`config.mk`:
```
export PLATFORM = sky130hd
export DESIGN_NAME = coef_phase_loader
export DESIGN_NICKNAME = d
export VERILOG_FILES = /design/src/rtl/coef_ldr_pkg.sv /design/src/rtl/coef_reg_decode.sv /design/src/rtl/coef_stage_bank.sv /design/src/rtl/coef_xfer_fsm.sv /design/src/rtl/coef_phase_loader.sv
export SDC_FILE = /design/constraint.sdc
export NUM_CORES = 1
export LEC_CHECK = 0
export ABC_CLOCK_PERIOD_IN_PS = 10200
export CORE_ASPECT_RATIO = 0.8
export CORE_MARGIN = 4
export CORE_UTILIZATION = 61
export CTS_CLUSTER_DIAMETER = 150
export CTS_CLUSTER_SIZE = 10
export DETAILED_ROUTE_END_ITERATION = 6
export GPL_ROUTABILITY_DRIVEN = 1
export GPL_TIMING_DRIVEN = 0
export PLACE_DENSITY = 0.84
export SETUP_SLACK_MARGIN = 0.1
export SLEW_MARGIN = 25
export SYNTH_ARGS = -nofsm -noshare
export SYNTH_HDL_FRONTEND = slang
export SYNTH_HIERARCHICAL = 1
export SYNTH_SLANG_ARGS = --single-unit
export TNS_END_PERCENT = 30
```
`constraint.sdc`:
```
create_clock -name clk -period 10.2 [get_ports clk]
set_input_delay 3.06 -clock clk [delete_from_list [all_inputs] [get_ports clk]]
set_output_delay 3.06 -clock clk [all_outputs]
set_load 0.05 [all_outputs]
```
`src/rtl/coef_ldr_pkg.sv`:
```
package coef_ldr_pkg;

    // Byte offsets of the loader's write-only registers
    localparam int unsigned OFS_BANK   = 32'h200;
    localparam int unsigned OFS_PHASE  = 32'h204;
    localparam int unsigned OFS_COMMIT = 32'h208;
    localparam int unsigned OFS_TAP0   = 32'h20C;

    typedef enum logic [0:0] {
        XS_IDLE = 1'b0,
        XS_SEND = 1'b1
    } xfer_state_e;

endpackage

```
`src/rtl/coef_reg_decode.sv`:
```
module coef_reg_decode
    import coef_ldr_pkg::*;
#(
    parameter int ADDR_W   = 12,
    parameter int MAX_TAPS = 64,
    localparam int TAP_W   = $clog2(MAX_TAPS)
) (
    input  logic              wr_en,
    input  logic [ADDR_W-1:0] addr,
    output logic              bank_wr,
    output logic              phase_wr,
    output logic              commit_wr,
    output logic              tap_wr,
    output logic [TAP_W-1:0]  tap_idx
);

    localparam int unsigned TAP_END = OFS_TAP0 + 4 * MAX_TAPS;

    int unsigned a_ext;
    int unsigned tap_off;

    always_comb begin
        a_ext     = {{(32-ADDR_W){1'b0}}, addr};
        tap_off   = a_ext - OFS_TAP0;
        bank_wr   = wr_en && (a_ext == OFS_BANK);
        phase_wr  = wr_en && (a_ext == OFS_PHASE);
        commit_wr = wr_en && (a_ext == OFS_COMMIT);
        tap_wr    = wr_en && (a_ext >= OFS_TAP0) && (a_ext < TAP_END)
                    && (addr[1:0] == 2'b00);
        tap_idx   = tap_off[TAP_W+1:2];
    end

endmodule

```
`src/rtl/coef_stage_bank.sv`:
```
module coef_stage_bank #(
    parameter int COEF_W  = 12,
    parameter int STAGE_N = 8,
    parameter int TAP_W   = 6
) (
    input  logic              clk,
    input  logic              rst_n,
    input  logic              tap_wr,
    input  logic [TAP_W-1:0]  tap_idx,
    input  logic [COEF_W-1:0] tap_val,
    input  logic              snap,
    input  logic [TAP_W-1:0]  rd_idx,
    output logic [COEF_W-1:0] rd_val
);

    logic [COEF_W-1:0] stage_q  [STAGE_N];
    logic [COEF_W-1:0] shadow_q [STAGE_N];

    for (genvar g = 0; g < STAGE_N; g++) begin : g_entry
        always_ff @(posedge clk) begin
            if (!rst_n) begin
                stage_q[g]  <= '0;
                shadow_q[g] <= '0;
            end else begin
                if (tap_wr && (tap_idx == TAP_W'(g))) begin
                    stage_q[g] <= tap_val;
                end
                if (snap) begin
                    shadow_q[g] <= stage_q[g];
                end
            end
        end
    end

    always_comb begin
        rd_val = '0;
        for (int i = 0; i < STAGE_N; i++) begin
            if (rd_idx == TAP_W'(i)) begin
                rd_val = shadow_q[i];
            end
        end
    end

endmodule

```
`src/rtl/coef_xfer_fsm.sv`:
```
module coef_xfer_fsm
    import coef_ldr_pkg::*;
#(
    parameter int TAP_W  = 6,
    parameter int H_TAPS = 8,
    parameter int V_TAPS = 4
) (
    input  logic             clk,
    input  logic             rst_n,
    input  logic             commit_wr,
    input  logic             commit_h,
    output logic             snap,
    output logic             busy,
    output logic             send_h,
    output logic             send_v,
    output logic [TAP_W-1:0] tap
);

    localparam logic [TAP_W-1:0] H_LAST = TAP_W'(H_TAPS - 1);
    localparam logic [TAP_W-1:0] V_LAST = TAP_W'(V_TAPS - 1);

    xfer_state_e      state_q, state_d;
    logic [TAP_W-1:0] tap_q;
    logic             dir_h_q;
    logic             last_tap;
    logic             accept;

    assign last_tap = (tap_q == (dir_h_q ? H_LAST : V_LAST));
    assign accept   = commit_wr && (state_q == XS_IDLE);

    // Next-state logic
    always_comb begin
        state_d = state_q;
        unique case (state_q)
            XS_IDLE: if (commit_wr) state_d = XS_SEND;
            XS_SEND: if (last_tap)  state_d = XS_IDLE;
        endcase
    end

    // State register with tap counter and latched direction
    always_ff @(posedge clk) begin
        if (!rst_n) begin
            state_q <= XS_IDLE;
            tap_q   <= '0;
            dir_h_q <= 1'b0;
        end else begin
            state_q <= state_d;
            if (accept) begin
                tap_q   <= '0;
                dir_h_q <= commit_h;
            end else if (state_q == XS_SEND) begin
                tap_q <= tap_q + 1'b1;
            end
        end
    end

    // Outputs
    always_comb begin
        snap   = accept;
        busy   = 1'b0;
        send_h = 1'b0;
        send_v = 1'b0;
        tap    = tap_q;
        unique case (state_q)
            XS_IDLE: ;
            XS_SEND: begin
                busy   = 1'b1;
                send_h = dir_h_q;
                send_v = !dir_h_q;
            end
        endcase
    end

endmodule

```
`src/rtl/coef_phase_loader.sv`:
```
module coef_phase_loader
    import coef_ldr_pkg::*;
#(
    parameter int ADDR_W   = 12,
    parameter int REG_DW   = 32,
    parameter int COEF_W   = 12,
    parameter int MAX_TAPS = 64,
    parameter int H_TAPS   = 8,
    parameter int V_TAPS   = 4,
    parameter int BANK_W   = 4,
    parameter int PHASE_W  = 8,
    localparam int TAP_W   = $clog2(MAX_TAPS),
    localparam int MEM_AW  = BANK_W + PHASE_W + TAP_W
) (
    input  logic              clk,
    input  logic              rst_n,
    input  logic              reg_wr_en,
    input  logic [ADDR_W-1:0] reg_addr,
    input  logic [REG_DW-1:0] reg_wdata,
    output logic              busy,
    output logic              h_coef_we,
    output logic [MEM_AW-1:0] h_coef_addr,
    output logic [COEF_W-1:0] h_coef_data,
    output logic              v_coef_we,
    output logic [MEM_AW-1:0] v_coef_addr,
    output logic [COEF_W-1:0] v_coef_data
);

    localparam int STAGE_N = (H_TAPS > V_TAPS) ? H_TAPS : V_TAPS;

    logic               bank_wr, phase_wr, commit_wr, tap_wr;
    logic [TAP_W-1:0]   wr_tap_idx;
    logic               snap;
    logic [TAP_W-1:0]   xfer_tap;
    logic [COEF_W-1:0]  xfer_val;
    logic [BANK_W-1:0]  bank_q, row_bank_q;
    logic [PHASE_W-1:0] phase_q, row_phase_q;
    logic [MEM_AW-1:0]  mem_addr;
    logic               unused_wdata;

    assign unused_wdata = ^reg_wdata[REG_DW-1:COEF_W];

    coef_reg_decode #(
        .ADDR_W   (ADDR_W),
        .MAX_TAPS (MAX_TAPS)
    ) u_dec (
        .wr_en     (reg_wr_en),
        .addr      (reg_addr),
        .bank_wr   (bank_wr),
        .phase_wr  (phase_wr),
        .commit_wr (commit_wr),
        .tap_wr    (tap_wr),
        .tap_idx   (wr_tap_idx)
    );

    coef_stage_bank #(
        .COEF_W  (COEF_W),
        .STAGE_N (STAGE_N),
        .TAP_W   (TAP_W)
    ) u_stage (
        .clk     (clk),
        .rst_n   (rst_n),
        .tap_wr  (tap_wr),
        .tap_idx (wr_tap_idx),
        .tap_val (reg_wdata[COEF_W-1:0]),
        .snap    (snap),
        .rd_idx  (xfer_tap),
        .rd_val  (xfer_val)
    );

    coef_xfer_fsm #(
        .TAP_W  (TAP_W),
        .H_TAPS (H_TAPS),
        .V_TAPS (V_TAPS)
    ) u_fsm (
        .clk       (clk),
        .rst_n     (rst_n),
        .commit_wr (commit_wr),
        .commit_h  (reg_wdata[0]),
        .snap      (snap),
        .busy      (busy),
        .send_h    (h_coef_we),
        .send_v    (v_coef_we),
        .tap       (xfer_tap)
    );

    // Target selection registers, and the row copy taken at commit
    always_ff @(posedge clk) begin
        if (!rst_n) begin
            bank_q      <= '0;
            phase_q     <= '0;
            row_bank_q  <= '0;
            row_phase_q <= '0;
        end else begin
            if (bank_wr)  bank_q  <= reg_wdata[BANK_W-1:0];
            if (phase_wr) phase_q <= reg_wdata[PHASE_W-1:0];
            if (snap) begin
                row_bank_q  <= bank_q;
                row_phase_q <= phase_q;
            end
        end
    end

    assign mem_addr    = {row_bank_q, row_phase_q, xfer_tap};
    assign h_coef_addr = mem_addr;
    assign v_coef_addr = mem_addr;
    assign h_coef_data = xfer_val;
    assign v_coef_data = xfer_val;

endmodule

```
Word-level counts from Yosys, hierarchy flattened --
Memory sizes are Yosys's and may differ from the RTL's. Index checks and enable logic that the tools add are counted.
Storage, ports and cells: register bits 32, RAM bits 192, output and inout port bits 63, memories 2
Cells by class: add/subtract/negate cells 2, order comparisons 2, equality and inequality tests 18, muxes and demuxes 59, bitwise operators 18, reductions and logical operators 20
Memories:
- u_stage.shadow_q | words 8, width 12, rd ports 8, clocked after memory_dff 0, wr ports 8, RTL line coef_stage_bank.sv:17 | logic [COEF_W-1:0] shadow_q [STAGE_N];
- u_stage.stage_q | words 8, width 12, rd ports 8, clocked after memory_dff 0, wr ports 8, RTL line coef_stage_bank.sv:16 | logic [COEF_W-1:0] stage_q [STAGE_N];
Operators with widths (count):
- 12-bit 2-to-1 mux | 24
- 6-bit by 3-bit equality test with 1-bit output, second input constant | 8
- 12-bit by 10-bit equality test with 1-bit output, second input constant | 3
- 1-bit 2-to-1 mux | 33
- 6-bit by 2-bit equality test with 1-bit output, second input constant | 4
- 1-bit bitwise OR | 16
- 1-bit logical AND | 15
- 6-bit by 1-bit equality test with 1-bit output, second input constant | 2
- 12-bit by 10-bit greater-or-equal comparator with 1-bit output, second input constant | 1
- 6-bit zero test | 2
- 12-bit by 10-bit < comparator with 1-bit output, second input constant | 1
- 8-bit by 4-bit subtractor with 8-bit output, second input constant | 1
- 6-bit by 1-bit adder with 6-bit output, second input constant | 1
- 6-bit equality test | 1
- 3-bit 2-to-1 mux | 1
- 2-bit zero test | 1
- 1-bit NOT | 2
- 1-bit case mux with 2 select lines | 1
- 2-bit OR reduction | 1
- 1-bit zero test | 1

Depth between registers and ports, before layout --
Gate-level depths: netlist of run 1.
depth after elaboration 9, gate-level depth with buffers 9

By module --
Netlist of run 1, hierarchy kept.
By module, submodules not included:
- coef_stage_bank | instances 1, cells each 578, area an instance 8145.3 µm²
- coef_phase_loader | instances 1, cells each 107, area an instance 1127.3 µm²
- coef_xfer_fsm | instances 1, cells each 39, area an instance 362.8 µm²
- coef_reg_decode | instances 1, cells each 25, area an instance 203.9 µm²

Least setup slack after synthesis of run 1 --
No wires, ideal clock.
kind in2reg, from in reg_addr[1], to mem u_stage.shadow_q[0][0] (enable), setup time 471 ps, data arrival time 6622 ps, slack 3107 ps, cell stages on the path 7, cell sequence nor4_2 > and4_1 > and2_1 > nand2b_1 > inv_1 > clkbuf_1 > nand2b_1
RTL lines:
- from (decl) | RTL line coef_phase_loader.sv:18 | input logic [ADDR_W-1:0] reg_addr,
- to (decl) | RTL line coef_stage_bank.sv:17

Worst setup path in the final report of run 1 --
from reg u_fsm.tap_q[0] (netlist: u_fsm/tap[0]), to out v_coef_data[3]
On the way: cells in the longest elaborated chain, start to end 9
Ends and longest elaborated chain:
- from (decl) | RTL line coef_xfer_fsm.sv:23 | logic [TAP_W-1:0] tap_q;
- from (signal assigned) | RTL line coef_xfer_fsm.sv:52 | tap_q <= tap_q + 1'b1;
- 6-bit zero test | RTL line coef_stage_bank.sv:38 | if (rd_idx == TAP_W'(i)) begin
- 12-bit 2-to-1 mux (7 in series) | RTL line coef_stage_bank.sv:38
- 12-bit 2-to-1 mux (*) | RTL line coef_stage_bank.sv:38
- to (decl) | RTL line coef_phase_loader.sv:26 | output logic [COEF_W-1:0] v_coef_data
Every way passes the cells marked *; elsewhere a longest branch is shown, timed or not.

==> impl_metrics.ini, run 1 <==
[clock_tree]
clockBufferDepth = 3
post-cts-setup-buffers = 0
tritoncts = built
post_cts_resized = 0
cts.hold.buffers_added = 0
clk_latency_ns = 0.51
root_buf_cell = clkbuf_16
number_of_clock_sinks_seen_by_cts = 224
tritoncts.num_buffers = 26
cts_max_level = 1
clkTransAtPathRegs_ns = 0.06

[sta]
final_hold_viol_count = 0
finalWorstSetupSlack_ns = 3.61
finalWorstPathRequiredPeriod_ns = 6.59
setup_tns_ns = 0
slew-limit-headroom_pct = 34.5
final.period_utilization_pct = 64.6
rsz_0062_raised_after_global_routing = no
clock-skew-final_ns = 0.0107
max_freq_mhz = 152
drv_slew = 0
setup_viol = 0
tightestPinTransition_ns = 0.976

[finish]
drive_gt1_share_pct = 11.5
fillerInstances = 1019
area_growth_pct = 20.2
multiInputGateArea_sq_um = 2960
finish.net_count = 922
antenna-diode-count = 0
seqCellArea_sq_um = 6410

[min_path]
min_delay_worst_endpoint = row_bank_q[3]$_SDFFE_PN0P_
hold_start = bank_q[3]$_SDFFE_PN0P_
whs_path_depth = 2
min_path_type = reg -> reg

[route]
num_vias = 6628
detail_route.first_pass.iterations = 5
drt_drc_violations_left = 0
detail_route.wirelength_um = 25200
detail_route.vias_per_cell = 6.00
drt_iter0_drc = 969
post_drt_wl_per_cell_um = 22.8
antenna_left = 0

[worst_setup_path]
reg2regPathDepth = 6
timing.critical_path.fanout_max = 10
critPathArrivalTime_ns = 3.53
worst-r2r-setup-slack_ns = 7.27
endpoint_class_of_the_critical_path = output port
crit_type = reg -> out
r2r_end = u_stage/shadow_q[0][13]$_SDFFCE_PN0P_
reg2reg_from = u_fsm/state_q$_SDFF_PN0_
crit_path_start = u_fsm/tap[0]$_SDFFE_PP0P_
critPathRequiredTime_ns = 7.14
worstSetupStartpointType = flop

[synthesis]
ys_flop_type = edfxtp_1
synth.area.top_cells = edfxtp_1 59%, dfxtp_1 6.5%, and2_1 6.4%, and3_1 6.2%, mux2i_1 5.1%
synthesis.area_per_instance_sq_um = 13.1
ys.warnings.count = 6
synth_sequential_area_ratio_pct = 65.1
synth.top_cell.area_share_pct = 58.6
synth_cell_types = 55
netlist_instances = 749
synth.net_count = 801
syn-cell-area_sq_um = 9840
synthDominantAreaCellType = edfxtp_1
synth_edf_count = 192
ys_seq_elements = 224
postSynth.asyncResetShare_pct = 0

[die]
dieWidth_um = 150
fp.coreArea_sq_um = 15800
floorplan.initialDensity_pct = 62.3
die_height_um = 122
design.portCount = 110
rows = 41
die_area_sq_um = 18200

[place]
dp_slack_ns = 3.53
hpwl_um = 16800
finalWeightedCongestion = 0.940
port-buffer-count = 89

[grt]
grt_pass1_wl_um = 38400
first_global_vias = 6691
grt_max_degree = 50
gr-usage-all-layers_pct = 28.3
number_of_antenna_violations_at_the_first_check_in_global_routing = 0
congestion_overflow_gr = 0

[power_and_ir_drop]
ir_drop_mv = 0.110
finalPower_mw = 1.95
cellLeakagePower_nw = 4.55
power_density_nw_per_um2 = 164

[job]
drv_cap = 0

[outcome]
outcome = completed
[cell type report]
class,instances,share of cell area (%)
flip-flops and latches,224,54.1
multi-input cells,440,25.0
repair buffers,93,7.95
clock buffers,47,6.35
plain buffers,79,4.00
well taps,215,2.27
inverters,6,0.190
clock inverters,1,0.0740
[worst max-delay path, cell delays in order (launching register included)]
cell and delay, ns:
dfxtp_1 0.51, buf_2 0.32, buf_4 0.26, buf_2 0.30
nand3_1 0.19, o21ai_0 0.46, buf_4 0.19, clkdlybuf4s50_1 0.79
[registers in the layout (all words and copies together) (netlist names)]
register	flops
u_fsm/state_q	1
u_fsm/tap	6
u_stage/stage_q	96
row_phase_q	8
bank_q	4
u_fsm/dir_h_q	1
row_bank_q	4
phase_q	8
u_stage/shadow_q	96
[per-stage QoR]
step	utilization (%)	instance area [sq um]	instances	hold WS (ns)
finish	74.9	11800	1105	0.521
floorplan	-	9840	749	0.482
CTS	74.9	11800	1105	0.522
global route	74.9	11800	1105	0.551
global placement	69.6	11000	1053	0.496
detailed placement	70.1	11100	1057	0.511
[logic make-up (layout without fill, tap and decap cells)]
logic type,count (synthesis),in the layout,synth area share (%)
flip-flops,224,224,65.1
buffers and inverters,85,226,5.04
XOR/XNOR,9,9,0.801
AND/OR/NAND/NOR,301,301,18.5
AO/OA/AOI/OAI,74,74,4.71
multiplexers,51,51,5.20
adder cells (fa/ha/maj),5,5,0.636
[Yosys cell counts, types with 4 or more instances]
cell,instances
xor2_1,6
o211ai_1,4
and3_1,97
clkbuf_2,9
nand2_1,18
inv_1,6
and2_1,100
nor2b_1,31
mux2i_1,50
dfxtp_1,32
a211oi_1,4
ha_1,5
o21ai_0,24
a21oi_1,20
nor2_1,24
buf_4,36
buf_2,6
nand3_1,7
edfxtp_1,192
clkbuf_1,24
[layer usage]
metal  vias up  track usage (%)  wire, um
met1      3193             39.4      9690
li1       2938                -         -
met4         0             8.80       815
met3        65             5.36      3010
met5         -                0         0
met2       432             45.7     11700
[where the power goes]
group	internal [mW]	leakage (nW)	switching [mW]
logic	0.0253	1.99	0.0575
clock network	0.493	0.360	0.341
registers	1.02	2.20	0.00940
[placed cells by master, fill, tap and decap left out, drive strengths merged, types with 8 or more instances in the layout]
cell type / count
nand3: 8
o21ai: 24
mux2i: 50
dfxtp: 32
clkdlybuf4s50: 89
buf: 50
a21oi: 21
clkbuf: 80
and3: 97
nor2: 25
edfxtp: 192
nor2b: 31
nand2: 18
and2: 101
[worst max-delay path by stage]
stage / to / slack (ns) / cells past startpoint
3_3_place_gp: u_stage/shadow_q[0][7]$_SDFFCE_PN0P_ / 1.25 / 8
3_5_place_dp: u_stage/shadow_q[0][10]$_SDFFCE_PN0P_ / 3.53 / 9
4_1_cts: v_coef_data[3] / 3.62 / 7
5_1_grt: v_coef_data[3] / 3.42 / 7
2_1_floorplan: u_stage/shadow_q[0][0]$_SDFFCE_PN0P_ / 3.11 / 7
6_report: v_coef_data[3] / 3.61 / 7
(Power assumes the default switching activity.)
==> run 2, diff against run 1 <==
Settings changed: ABC_CLOCK_PERIOD_IN_PS 10200 to 5900, CORE_UTILIZATION 61 to 51, PLACE_DENSITY 0.84 to 0.74.
Clock period 10.2 ns to 5.9 ns, I/O delays scaled along.
==> run 2 against run 1 <==
  * First-iteration DRC count fell by 34%
  * Clock-buffer cell count did not move
  * Clock power rose by 72%
  * Via count fell by 4.1%
  * Cell area rose by 0.68%
  * Global-route usage fell by 6.2 points
  * Total power rose by 72%
  * Core utilization fell by 12 points
  * Wire length fell by 5.5%
  * Critical path type unchanged
  * Clock skew barely moved
  * Setup slack got worse by 3.0 ns
==> impl_metrics.ini, run 2 (synthesis gave the netlist of run 1 again) <==
[sta]
hold_slack_ns = 0.515
setup_viol = 0
finalWorstPathRequiredPeriod_ns = 5.34
final.period_utilization_pct = 90.5
rsz_0062_raised_after_global_routing = no
setup_tns_ns = 0
clock-skew-final_ns = 0.0107
final_hold_viol_count = 0
drv_slew = 0
max_freq_mhz = 187
tightestPinTransition_ns = 0.733
slew-limit-headroom_pct = 51.1

[worst_setup_path]
crit_type = reg -> out
critPathRequiredTime_ns = 4.13
slowest_stage = clkdlybuf4s50_1
slowest_delay_ns = 0.79
reg2reg_from = u_fsm/state_q$_SDFF_PN0_
endpoint = v_coef_data[1]
worst-r2r-setup-slack_ns = 3.09
timing.critical_path.fanout_max = 10
cpLargestDelayFamily = buffers and inverters
reg2regPathDepth = 7
endpoint_class_of_the_critical_path = output port
r2r_end = u_stage/shadow_q[0][18]$_SDFFCE_PN0P_
worstSetupStartpointType = flop
cp_cell_sequence = buf_2 > buf_4 > buf_2 > nand3_1 > o21ai_0 > buf_4 > clkdlybuf4s50_1
crit_path_start = u_fsm/tap[0]$_SDFFE_PP0P_
timing.critical_path.depth = 7
critPathArrivalTime_ns = 3.57
cp_num_buf_inv = 5

[clock_tree]
clockBufferDepth = 3
cts_max_level = 1
number_of_clock_sinks_seen_by_cts = 224
clk_latency_ns = 0.51
tritoncts = built
post_cts_resized = 0
clkTransAtPathRegs_ns = 0.06
cts.hold.buffers_added = 0
root_buf_cell = clkbuf_16
tritoncts.num_buffers = 26
post-cts-setup-buffers = 0

[power_and_ir_drop]
cellLeakagePower_nw = 4.57
internal_power_mw = 2.66
power.clock.fraction_pct = 42.6
share_comb_of_total_power_pct = 4.2
ir_drop_mv = 0.169
power_density_nw_per_um2 = 281
switching_power_mw = 0.686
switching_share_pct = 20.5
share_seq_of_total_power_pct = 53.2

[finish]
drive_gt1_share_pct = 11.6
stdcell_area_sq_um = 11900
fillerInstances = 1434
biggestRegsByFlops = u_stage/shadow_q: 96 flops, u_stage/stage_q: 96 flops
area_growth_pct = 21.1
final_cell_count_no_fill = 1152
multiInputGateArea_sq_um = 2960
finish.net_count = 925
seqCellArea_sq_um = 6410
utilization_pct = 62.8
most_frequent_standard_cell_in_the_layout_excluding_fill_and_tap_cells = edfxtp_1
most_used_cells_in_the_layout_excluding_fill_and_tap_cells = 192 x edfxtp_1, 100 x and2_1, 97 x and3_1

[route]
detail_route.vias_per_cell = 5.52
detail_route.wirelength_um = 23800
detail_route.first_pass.iterations = 6
post_drt_wl_per_cell_um = 20.7
drt_iter0_drc = 637
num_vias = 6356
antenna_left = 0
drt_drc_violations_left = 0

[grt]
gr-usage-all-layers_pct = 22.0
grt_pass1_wl_um = 36000
grt_max_degree = 42
first_global_vias = 6159
congestion_overflow_gr = 0
number_of_antenna_violations_at_the_first_check_in_global_routing = 0

[job]
drv_cap = 0

[place]
port-buffer-count = 89
hpwl_um = 16500
finalWeightedCongestion = 0.866
post_dp_cell_area_sq_um = 11100
placed_cells = 1103

[die]
die_area_sq_um = 21600
floorplan.initialDensity_pct = 51.9
fp.coreArea_sq_um = 19000
design.portCount = 110
dieWidth_um = 163
rows = 45
die_height_um = 132

[min_path]
min_path_type = reg -> reg

[outcome]
outcome = completed
run 2: worst min path at each step:
stage	from	end	slack (ns)	cells after the start
2_1_floorplan	bank_q[0]$_SDFFE_PN0P_	bank_q[0]$_SDFFE_PN0P_	0.48	2
3_3_place_gp	bank_q[3]$_SDFFE_PN0P_	bank_q[3]$_SDFFE_PN0P_	0.50	2
3_5_place_dp	phase_q[0]$_SDFFE_PN0P_	phase_q[0]$_SDFFE_PN0P_	0.51	2
4_1_cts	phase_q[0]$_SDFFE_PN0P_	phase_q[0]$_SDFFE_PN0P_	0.52	2
5_1_grt	bank_q[2]$_SDFFE_PN0P_	bank_q[2]$_SDFFE_PN0P_	0.54	2
6_report	phase_q[0]$_SDFFE_PN0P_	phase_q[0]$_SDFFE_PN0P_	0.51	2
run 2: final cells by class:
cell class / count / area share (%)
Clock buffer: 47 / 6.30
Multi-Input combinational cell: 440 / 24.8
Tap cell: 258 / 2.71
Buffer: 79 / 3.97
Antenna cell: 1 / 0.0210
Timing Repair Buffer: 96 / 8.13
Sequential cell: 224 / 53.8
Inverter: 6 / 0.189
Clock inverter: 1 / 0.0735
run 2: worst reg2reg max path: stages (launching register included):
cell and delay [ns]:
dfxtp_1 0.31, buf_4 0.16, nand2b_1 0.19, inv_1 0.47, clkbuf_1 0.36, nand2b_4 0.44, buf_12 0.26, buf_12 0.27
run 2: stage by stage:
step	setup WS, ns	power (mW)
finish	0.562	3.35
global route	0.388	3.45
CTS	0.634	3.36
detailed placement	0.546	1.95
global placement	-0.329	1.95
floorplan	1.09	1.87
run 2: layer usage:
metal  vias to the layer above  share of wire (%)  GRT usage, %
met5                         -                  0             0
met4                         0                3.1          6.10
met2                       339                 43          33.1
met1                      3025                 43          32.1
li1                       2941                  -             -
met3                        51                 11          5.60
run 2: power by group through the flow:
| stage | Clock, mW | Combinational (mW) | Sequential, mW |
|---|---|---|---|
| 2_1_floorplan | 0 | 0.0667 | 1.81 |
| 3_3_place_gp | 0 | 0.132 | 1.81 |
| 3_5_place_dp | 0 | 0.141 | 1.81 |
| 4_1_cts | 1.44 | 0.142 | 1.78 |
| 5_1_grt | 1.52 | 0.151 | 1.78 |
| 6_report | 1.43 | 0.141 | 1.78 |
==> run 3, diff against run 2 <==
Settings changed: CORE_UTILIZATION 51 to 46, DONT_BUFFER_PORTS set to 1, PLACE_DENSITY 0.74 to 0.61.
==> run 3 against run 2 <==
  * First-iteration DRC count grew 16%
  * Combinational power fell by 32%
  * Die area up 10%
  * Sequential cell count unchanged
  * Setup slack worse by 0.12 ns
  * Clock-buffer cell count fell by 1
  * Register-to-register slack got worse by 0.36 ns
  * Clock skew up 0.0036 ns
  * Sequential share of layout area rose by 3.9 points
  * Hold slack barely moved
  * Highest routed layer unchanged
  * Sequential power about the same
  * Critical path depth decreased by 1
==> impl_metrics.ini, run 3 (synthesis gave the netlist of run 1 again) <==
[worst_setup_path]
worst-r2r-setup-slack_ns = 2.73
reg2reg_from = u_fsm/state_q$_SDFF_PN0_
reg2regPathDepth = 6
critPathArrivalTime_ns = 3.69
crit_type = reg -> out
critPathRequiredTime_ns = 4.13
timing.critical_path.fanout_max = 10
crit_path_start = u_fsm/tap[2]$_SDFFE_PP0P_
endpoint_class_of_the_critical_path = output port
worstSetupStartpointType = flop

[sta]
rsz_0062_raised_after_global_routing = no
finalWorstSetupSlack_ns = 0.441
slew-limit-headroom_pct = 33.4
setup_viol = 0
finalWorstPathRequiredPeriod_ns = 5.46
max_freq_mhz = 183
drv_slew = 0
final.period_utilization_pct = 92.5
setup_tns_ns = 0
clock-skew-final_ns = 0.0143
final_hold_viol_count = 0
tightestPinTransition_ns = 0.993

[power_and_ir_drop]
share_comb_of_total_power_pct = 2.9
cellLeakagePower_nw = 4.27
internal_power_mw = 2.64
share_seq_of_total_power_pct = 53.8
power_density_nw_per_um2 = 298
power.clock.fraction_pct = 43.3
finalPower_mw = 3.31
switching_share_pct = 20.3
ir_drop_mv = 0.180
switching_power_mw = 0.671

[grt]
grtUsageMet3_pct = 6.64
grt_util_met2_pct = 30.7
busiest_layer = met2
gr-usage-all-layers_pct = 20.2
grt_pass1_wl_um = 35900
number_of_antenna_violations_at_the_first_check_in_global_routing = 3
grt_max_degree = 51
first_global_vias = 5828
congestion_overflow_gr = 0
grt.met1_usage_pct = 28.3

[route]
post_drt_wl_per_cell_um = 22.6
detail_route.vias_per_cell = 5.61
drt_drc_violations_left = 0
antenna_left = 0
num_vias = 6053
detail_route.first_pass.iterations = 5
detail_route.wirelength_um = 24400
drt_iter0_drc = 738

[min_path]
hold_start = bank_q[0]$_SDFFE_PN0P_
min_path_type = reg -> reg
whs_path_depth = 2

[clock_tree]
post_cts_resized = 0
tritoncts = built
cts.hold.buffers_added = 0
clkTransAtPathRegs_ns = 0.05
number_of_clock_sinks_seen_by_cts = 224
tritoncts.num_buffers = 26
clockBufferDepth = 3
post-cts-setup-buffers = 0
clk_latency_ns = 0.51
cts_max_level = 1
root_buf_cell = clkbuf_16

[finish]
fillerInstances = 1730
drive_gt1_share_pct = 14.1
most_used_cells_in_the_layout_excluding_fill_and_tap_cells = 192 x edfxtp_1, 100 x and2_1, 97 x and3_1
finish.net_count = 843
antenna-diode-count = 0
biggestRegsByFlops = u_stage/shadow_q: 96 flops, u_stage/stage_q: 96 flops
stdcell_area_sq_um = 11100
most_frequent_standard_cell_in_the_layout_excluding_fill_and_tap_cells = edfxtp_1
area_growth_pct = 12.8

[die]
die_height_um = 139
design.portCount = 110
dieWidth_um = 172
die_area_sq_um = 23800
fp.coreArea_sq_um = 20900
floorplan.initialDensity_pct = 47.1
rows = 47

[place]
post_dp_cell_area_sq_um = 10300
port-buffer-count = 0
hpwl_um = 17100
dp_slack_ns = 0.961
finalWeightedCongestion = 0.914

[outcome]
outcome = completed

[job]
drv_cap = 0
## run 3: worst paths after layout
path / endpoint
setup / recovery: v_coef_data[10]
setup reg to reg: u_stage/shadow_q[0][44]$_SDFFCE_PN0P_
hold / removal: row_bank_q[0]$_SDFFE_PN0P_
hold reg to reg: row_bank_q[0]$_SDFFE_PN0P_
## run 3: stage by stage
step / hold slack [ns] / cells / util [%]
6_report: 0.515 / 1079 / 53.2
5_1_grt: 0.540 / 1079 / 53.2
4_1_cts: 0.522 / 1079 / 53.2
3_5_place_dp: 0.508 / 1032 / 49.5
3_3_place_gp: 0.497 / 1018 / 48.8
2_1_floorplan: 0.482 / 749 / -
## run 3: final cells by class
cell class,instances,area (sq um),area share [%]
Buffer,79,473,4.26
Clock buffer,46,747,6.73
Clock inverter,1,8.76,0.0789
Inverter,6,22.5,0.203
Multi-Input combinational cell,440,3010,27.1
Sequential cell,224,6410,57.7
Tap cell,269,337,3.03
Timing Repair Buffer,14,95.1,0.857
## run 3: routing by layer
metal | part of all wire, % | wire length (um) | vias up
met1 | 43 | 10400 | 2965
met2 | 45 | 11000 | 278
met3 | 11 | 2580 | 38
met5 | 0 | 0 | -
met4 | 1.9 | 454 | 0
li1 | - | - | 2772
## run 3: critical path, stage by stage, from the launching register on
cell	delay [ns]
dfxtp_1	0.82
buf_4	0.31
clkbuf_1	0.60
o21ai_0	0.21
o221a_2	0.18
nor3_2	0.71
buf_4	0.33
## run 3: power by group through the flow
stage	Sequential, mW	Clock [mW]	Combinational, mW
detailed placement	1.81	0	0.0963
finish	1.78	1.43	0.0964
global placement	1.81	0	0.0867
floorplan	1.81	0	0.0667
global route	1.78	1.53	0.103
CTS	1.78	1.46	0.0965
